## src/rtl/rx_msg_queue_pkg.sv

```systemverilog
package rx_msg_queue_pkg;

    localparam int RXQ_DEPTH = 3;
    localparam int PTR_W     = 2;

    typedef logic [PTR_W-1:0] ptr_t;

    typedef enum logic [1:0] {
        PEND_NONE  = 2'b00,
        PEND_ONE   = 2'b01,
        PEND_TWO   = 2'b10,
        PEND_THREE = 2'b11
    } pend_e;

    typedef struct packed {
        logic store;
        logic overrun;
        logic release_ok;
        logic full_set;
        logic below_three;
        logic nonzero;
    } rxq_evt_t;

    function automatic ptr_t ptr_inc(input ptr_t p);
        return (p == ptr_t'(RXQ_DEPTH - 1)) ? ptr_t'(0) : p + ptr_t'(1);
    endfunction

    function automatic ptr_t ptr_dec(input ptr_t p);
        return (p == ptr_t'(0)) ? ptr_t'(RXQ_DEPTH - 1) : p - ptr_t'(1);
    endfunction

    function automatic pend_e pend_up(input pend_e c);
        case (c)
            PEND_NONE: return PEND_ONE;
            PEND_ONE:  return PEND_TWO;
            default:   return PEND_THREE;
        endcase
    endfunction

    function automatic pend_e pend_down(input pend_e c);
        case (c)
            PEND_THREE: return PEND_TWO;
            PEND_TWO:   return PEND_ONE;
            default:    return PEND_NONE;
        endcase
    endfunction

endpackage

```

## src/rtl/rxq_ctrl.sv

```systemverilog
module rxq_ctrl
    import rx_msg_queue_pkg::*;
(
    input  logic     clk,
    input  logic     rst,
    input  logic     wr_valid,
    input  logic     rel_strobe,
    input  logic     lock_mode,
    output pend_e    cnt_q,
    output ptr_t     rd_ptr,
    output logic     slot_we,
    output ptr_t     slot_idx,
    output rxq_evt_t evt
);

    ptr_t  wr_ptr;
    pend_e cnt_nxt;
    logic  do_rel, at_full, do_store, do_ovr, do_overwrite;

    always_comb begin
        do_rel       = rel_strobe && (cnt_q != PEND_NONE);
        at_full      = (cnt_q == PEND_THREE);
        do_store     = wr_valid && (!at_full || do_rel);
        do_ovr       = wr_valid && at_full && !do_rel;
        do_overwrite = do_ovr && !lock_mode;
        slot_we      = do_store || do_overwrite;
        slot_idx     = do_overwrite ? ptr_dec(wr_ptr) : wr_ptr;
        case ({do_store, do_rel})
            2'b10:   cnt_nxt = pend_up(cnt_q);
            2'b01:   cnt_nxt = pend_down(cnt_q);
            default: cnt_nxt = cnt_q;
        endcase
        evt.store       = do_store;
        evt.overrun     = do_ovr;
        evt.release_ok  = do_rel;
        evt.full_set    = do_store && (cnt_nxt == PEND_THREE);
        evt.below_three = (cnt_nxt != PEND_THREE);
        evt.nonzero     = (cnt_q != PEND_NONE);
    end

    always_ff @(posedge clk) begin
        if (rst) begin
            cnt_q  <= PEND_NONE;
            wr_ptr <= '0;
            rd_ptr <= '0;
        end else begin
            cnt_q <= cnt_nxt;
            if (do_store) wr_ptr <= ptr_inc(wr_ptr);
            if (do_rel)   rd_ptr <= ptr_inc(rd_ptr);
        end
    end

    a_r2_count_up: assert property (@(posedge clk) disable iff (rst)
        (wr_valid && !rel_strobe && cnt_q != PEND_THREE) |=> cnt_q == pend_up($past(cnt_q)));

    a_r3_count_down: assert property (@(posedge clk) disable iff (rst)
        (rel_strobe && !wr_valid && cnt_q != PEND_NONE) |=> cnt_q == pend_down($past(cnt_q)));

    a_r5_no_underflow: assert property (@(posedge clk) disable iff (rst)
        (rel_strobe && !wr_valid && cnt_q == PEND_NONE) |=> cnt_q == PEND_NONE);

    a_r4_simul_hold: assert property (@(posedge clk) disable iff (rst)
        (rel_strobe && wr_valid && cnt_q != PEND_NONE) |=> $stable(cnt_q));

    a_r8_lock_no_write: assert property (@(posedge clk) disable iff (rst)
        (lock_mode && wr_valid && !rel_strobe && cnt_q == PEND_THREE) |-> !slot_we);

endmodule

```

## src/rtl/rxq_store.sv

```systemverilog
module rxq_store
    import rx_msg_queue_pkg::*;
#(
    parameter int MSG_W = 64
) (
    input  logic             clk,
    input  logic             rst,
    input  logic             we,
    input  ptr_t             widx,
    input  logic [MSG_W-1:0] wdata,
    input  ptr_t             ridx,
    input  logic             show,
    output logic [MSG_W-1:0] rdata
);

    logic [MSG_W-1:0] slots [RXQ_DEPTH];

    for (genvar i = 0; i < RXQ_DEPTH; i++) begin : g_slot
        always_ff @(posedge clk) begin
            if (rst)                             slots[i] <= '0;
            else if (we && widx == ptr_t'(i))    slots[i] <= wdata;
        end
    end

    always_comb begin
        rdata = '0;
        for (int k = 0; k < RXQ_DEPTH; k++) begin
            if (show && ridx == ptr_t'(k)) rdata = slots[k];
        end
    end

    a_r2_index_in_range: assert property (@(posedge clk) disable iff (rst)
        we |-> widx < ptr_t'(RXQ_DEPTH));

endmodule

```

## src/rtl/rxq_flags.sv

```systemverilog
module rxq_flags
    import rx_msg_queue_pkg::*;
(
    input  logic     clk,
    input  logic     rst,
    input  rxq_evt_t evt,
    input  logic     ie_pend,
    input  logic     ie_full,
    input  logic     ie_ovr,
    input  logic [1:0] clr_flags,
    output logic     full_q,
    output logic     ovr_q,
    output logic     irq
);

    always_ff @(posedge clk) begin
        if (rst) begin
            full_q <= 1'b0;
            ovr_q  <= 1'b0;
        end else begin
            full_q <= evt.full_set || (full_q && !clr_flags[0] && !evt.below_three);
            ovr_q  <= evt.overrun  || (ovr_q && !clr_flags[1]);
        end
    end

    assign irq = (ie_pend && evt.nonzero) || (ie_full && full_q) || (ie_ovr && ovr_q);

    a_r10_ovr_sticky: assert property (@(posedge clk) disable iff (rst)
        (ovr_q && !clr_flags[1]) |=> ovr_q);

    a_r10_ovr_clear: assert property (@(posedge clk) disable iff (rst)
        (clr_flags[1] && !evt.overrun) |=> !ovr_q);

    a_r9_full_clear: assert property (@(posedge clk) disable iff (rst)
        (clr_flags[0] && !evt.full_set) |=> !full_q);

endmodule

```

## src/rtl/rx_msg_queue.sv

```systemverilog
module rx_msg_queue
    import rx_msg_queue_pkg::*;
#(
    parameter int MSG_W = 64
) (
    input  logic             clk,
    input  logic             rst,
    input  logic             wr_valid,
    input  logic [MSG_W-1:0] wr_msg,
    input  logic             rel_strobe,
    input  logic             lock_mode,
    input  logic             ie_pend,
    input  logic             ie_full,
    input  logic             ie_ovr,
    input  logic [1:0]       clr_flags,
    output logic [1:0]       pend_cnt,
    output logic             full_flag,
    output logic             ovr_flag,
    output logic [MSG_W-1:0] mbox_out,
    output logic             irq
);

    pend_e    cnt_q;
    ptr_t     rd_ptr, slot_idx;
    logic     slot_we;
    rxq_evt_t evt;

    rxq_ctrl u_ctrl (
        .clk        (clk),
        .rst        (rst),
        .wr_valid   (wr_valid),
        .rel_strobe (rel_strobe),
        .lock_mode  (lock_mode),
        .cnt_q      (cnt_q),
        .rd_ptr     (rd_ptr),
        .slot_we    (slot_we),
        .slot_idx   (slot_idx),
        .evt        (evt)
    );

    rxq_store #(.MSG_W(MSG_W)) u_store (
        .clk   (clk),
        .rst   (rst),
        .we    (slot_we),
        .widx  (slot_idx),
        .wdata (wr_msg),
        .ridx  (rd_ptr),
        .show  (evt.nonzero),
        .rdata (mbox_out)
    );

    rxq_flags u_flags (
        .clk       (clk),
        .rst       (rst),
        .evt       (evt),
        .ie_pend   (ie_pend),
        .ie_full   (ie_full),
        .ie_ovr    (ie_ovr),
        .clr_flags (clr_flags),
        .full_q    (full_flag),
        .ovr_q     (ovr_flag),
        .irq       (irq)
    );

    assign pend_cnt = cnt_q;

    a_r9_full_means_three: assert property (@(posedge clk) disable iff (rst)
        full_flag |-> pend_cnt == 2'b11);

    a_r6_overrun_sets: assert property (@(posedge clk) disable iff (rst)
        (wr_valid && !rel_strobe && pend_cnt == 2'b11) |=> ovr_flag && pend_cnt == 2'b11);

    a_r12_no_false_overrun: assert property (@(posedge clk) disable iff (rst)
        (wr_valid && rel_strobe && !ovr_flag && clr_flags == 2'b00) |=> !ovr_flag);

    a_r2_empty_mailbox_zero: assert property (@(posedge clk) disable iff (rst)
        (pend_cnt == 2'b00) |-> mbox_out == '0);

endmodule

```

## config.mk

```make
export PLATFORM = sky130hd
export DESIGN_NAME = rx_msg_queue
export DESIGN_NICKNAME = d
export VERILOG_FILES = /design/src/rtl/rx_msg_queue_pkg.sv /design/src/rtl/rxq_ctrl.sv /design/src/rtl/rxq_store.sv /design/src/rtl/rxq_flags.sv /design/src/rtl/rx_msg_queue.sv
export SDC_FILE = /design/constraint.sdc
export NUM_CORES = 1
export LEC_CHECK = 0
export BUFFER_PORTS_ARGS = -buffer_cell sky130_fd_sc_hd__buf_2
export CAP_MARGIN = 10
export CELL_PAD_IN_SITES_DETAIL_PLACEMENT = 1
export CELL_PAD_IN_SITES_GLOBAL_PLACEMENT = 2
export CORE_MARGIN = 10
export CORE_UTILIZATION = 38
export DETAILED_ROUTE_END_ITERATION = 10
export PLACE_DENSITY = 0.83
export REMOVE_ABC_BUFFERS = 1
export SETUP_SLACK_MARGIN = 0.2
export SYNTH_ARGS = -nofsm -noshare
export SYNTH_HDL_FRONTEND = slang
export SYNTH_HIERARCHICAL = 1
export SYNTH_SLANG_ARGS = --single-unit
```

## constraint.sdc

```tcl
create_clock -name clk -period 6.35 [get_ports clk]
set_input_delay 0.3175 -clock clk [delete_from_list [all_inputs] [get_ports clk]]
set_output_delay 0.3175 -clock clk [all_outputs]
set_load 0.1 [all_outputs]
```

==> impl_metrics.yaml <==
layout:
  fillers: 2661
  final_common_cell: "nor2_1"
  syn_to_final_growth_pct: 15.1
  multi_input_area_sq_um: 3220
  layout-drive-gt1-share: 0.203
  final_cells: 1277
  layout_common_cells: "194 x nor2_1, 192 x edfxtp_1, 142 x buf_2"
  fin_util: 0.446
  final_nets: 1019
  diodes: 0
  regArea_sq_um: 5930
min_path:
  hold_path_end: "u_flags/full_q"
  worst_hold_path.num_cells: 3
  min_path_type: "in -> reg"
  worstHoldStart: "clr_flags[0]"
global_route:
  grt_pass1_vias: 6885
  grt_max_degree: 86
  overflow: 0
  grt_pass1_wl_um: 37500
  grt_usage: 0.152
  antenna_found_initial: 0
clock_tree:
  clock-root-buffer: "clkbuf_16"
  htreeDepth: 4
  cts_setup_buffers: 0
  cts_buffers: 17
  clk_pin_slew_worst_paths_ns: 0.07
  clockBufferDepth: 2
  cts_sinks: 200
  clk_latency_ns: 0.43
  cts_tree: "done"
  cts.repair.resized: 0
  cts_hold_buf: 0
power:
  p_sw_frac: 0.284
  internal-power_mw: 2.20
  p_clk_frac: 0.336
  p_leak_nw: 4.12
  power_density_nw_per_um2: 281
  seqPwrFrac: 0.515
  power_mw: 3.07
  power.switching_uw: 874
  peakVddDrop_v: 0.000161
  comb_power_share: 0.149
floorplanning:
  io_pins: 143
  die_h_um: 178
  row_count: 57
  initial_core_util: 0.387
  dieArea_sq_um: 31700
  die_w_um: 178
  core_sq_um: 24500
sta:
  fin_crit_sh: 0.593
  finalHoldViolCount: 0
  relSlewSlack: 0.249
  skew_ns: 0.0104
  fin_setup_tns_ns: 0
  slew_viol_final: 0
  worst-slew-pin-transition_ns: 1.12
  rsz0062_at_grt: "false"
  period_minus_slack_ns: 3.77
  clock.fmax_mhz: 265
  setup_viol: 0
  holdWs_ns: 0.151
synth:
  synthCells: 837
  yosys_warnings: 6
  syn_avg_cell_area_sq_um: 11.3
  syn-cell-area_sq_um: 9480
drt:
  drc: 0
  vias: 6388
  wl_um: 24000
  final_antenna_net_count: 0
  first_iter_violations: 379
  vias_per_cell: 5.00
  wire_per_inst_um: 18.8
  drt_first_pass_iters: 4
worst_setup_path:
  path_max_fanout: 65
  r2r-end: "u_store/slots[2][53]"
  r2r-start: "u_ctrl/cnt_q[1]"
  worst-setup-path-type: "reg -> reg"
  timing.critical_path.from_type: "register"
  crit_required_ns: 6.44
  crit_path_end_kind: "register"
  r2r_slack_ns: 2.58
  rr_worst_depth: 6
  crit_arrival_ns: 3.85
place:
  placed_cells: 1245
  io_buffers: 142
  place_congestion: 0.710
  detailed_place_hpwl_um: 15000
run:
  cap_violations: 0
run_status:
  status: "finished clean"
==> per-layer routing <==
| layer | track usage | wire length, um | share of wire | vias up |
|---|---|---|---|---|
| li1 | - | - | - | 3080 |
| met1 | 0.177 | 10300 | 0.43 | 3155 |
| met2 | 0.272 | 12300 | 0.51 | 132 |
| met3 | 0.0331 | 1100 | 0.046 | 21 |
| met4 | 0.0497 | 311 | 0.013 | 0 |
| met5 | 0 | 0 | 0 | - |
==> area by class of cell <==
class / instances / share of cell area
timing repair buffer: 149 / 0.0699
inverter: 9 / 0.00310
multi-input combinational: 563 / 0.295
clock inverter: 14 / 0.0112
sequential: 200 / 0.544
clock buffer: 18 / 0.0393
tap: 324 / 0.0372
==> per-stage QoR <==
step / setup WS [ns] / area [sq um]
after floorplan: -0.279 / 9130
after global placement: 2.57 / 10400
after detailed placement: 2.48 / 10400
after CTS: 2.47 / 10900
after global routing: 2.24 / 10900
final: 2.58 / 10900
==> flip-flops by register name, indices dropped and copies added, names as in the netlist <==
name and cells:
u_store/slots 192, u_ctrl/cnt_q 2, u_flags/full_q 1, u_ctrl/wr_ptr 2
u_flags/ovr_q 1, u_ctrl/rd_ptr 2
==> how the worst max path moves through the flow <==
| stage | endpoint | from | cells after the start | slack (ns) |
|---|---|---|---|---|
| after floorplan | u_store/slots[2][0] | u_ctrl/cnt_q[1] | 5 | -0.28 |
| after global placement | u_store/slots[2][18] | rel_strobe | 7 | 2.57 |
| after detailed placement | u_store/slots[2][54] | u_ctrl/cnt_q[1] | 6 | 2.48 |
| after CTS | u_store/slots[2][39] | u_ctrl/cnt_q[1] | 6 | 2.47 |
| after global routing | u_store/slots[2][59] | u_ctrl/cnt_q[1] | 6 | 2.24 |
| final | u_store/slots[2][53] | u_ctrl/cnt_q[1] | 6 | 2.58 |
==> critical path, cell delays in order (launching register included) <==
cell and delay (ns):
dfxtp_1 0.49, nand4b_1 0.20, nor2_2 0.18, mux2_1 0.41
nand2b_4 0.54, o21bai_4 1.05, buf_4 0.53
==> power groups by stage <==
stage / Clock, mW / Combinational (mW) / Sequential (mW)
final: 1.03 / 0.459 / 1.58
after global routing: 1.11 / 0.497 / 1.59
after CTS: 1.05 / 0.469 / 1.58
after detailed placement: 0 / 0.467 / 1.61
after global placement: 0 / 0.459 / 1.61
after floorplan: 0 / 0.325 / 1.62
Note: power is estimated with default switching activity, not from simulation.
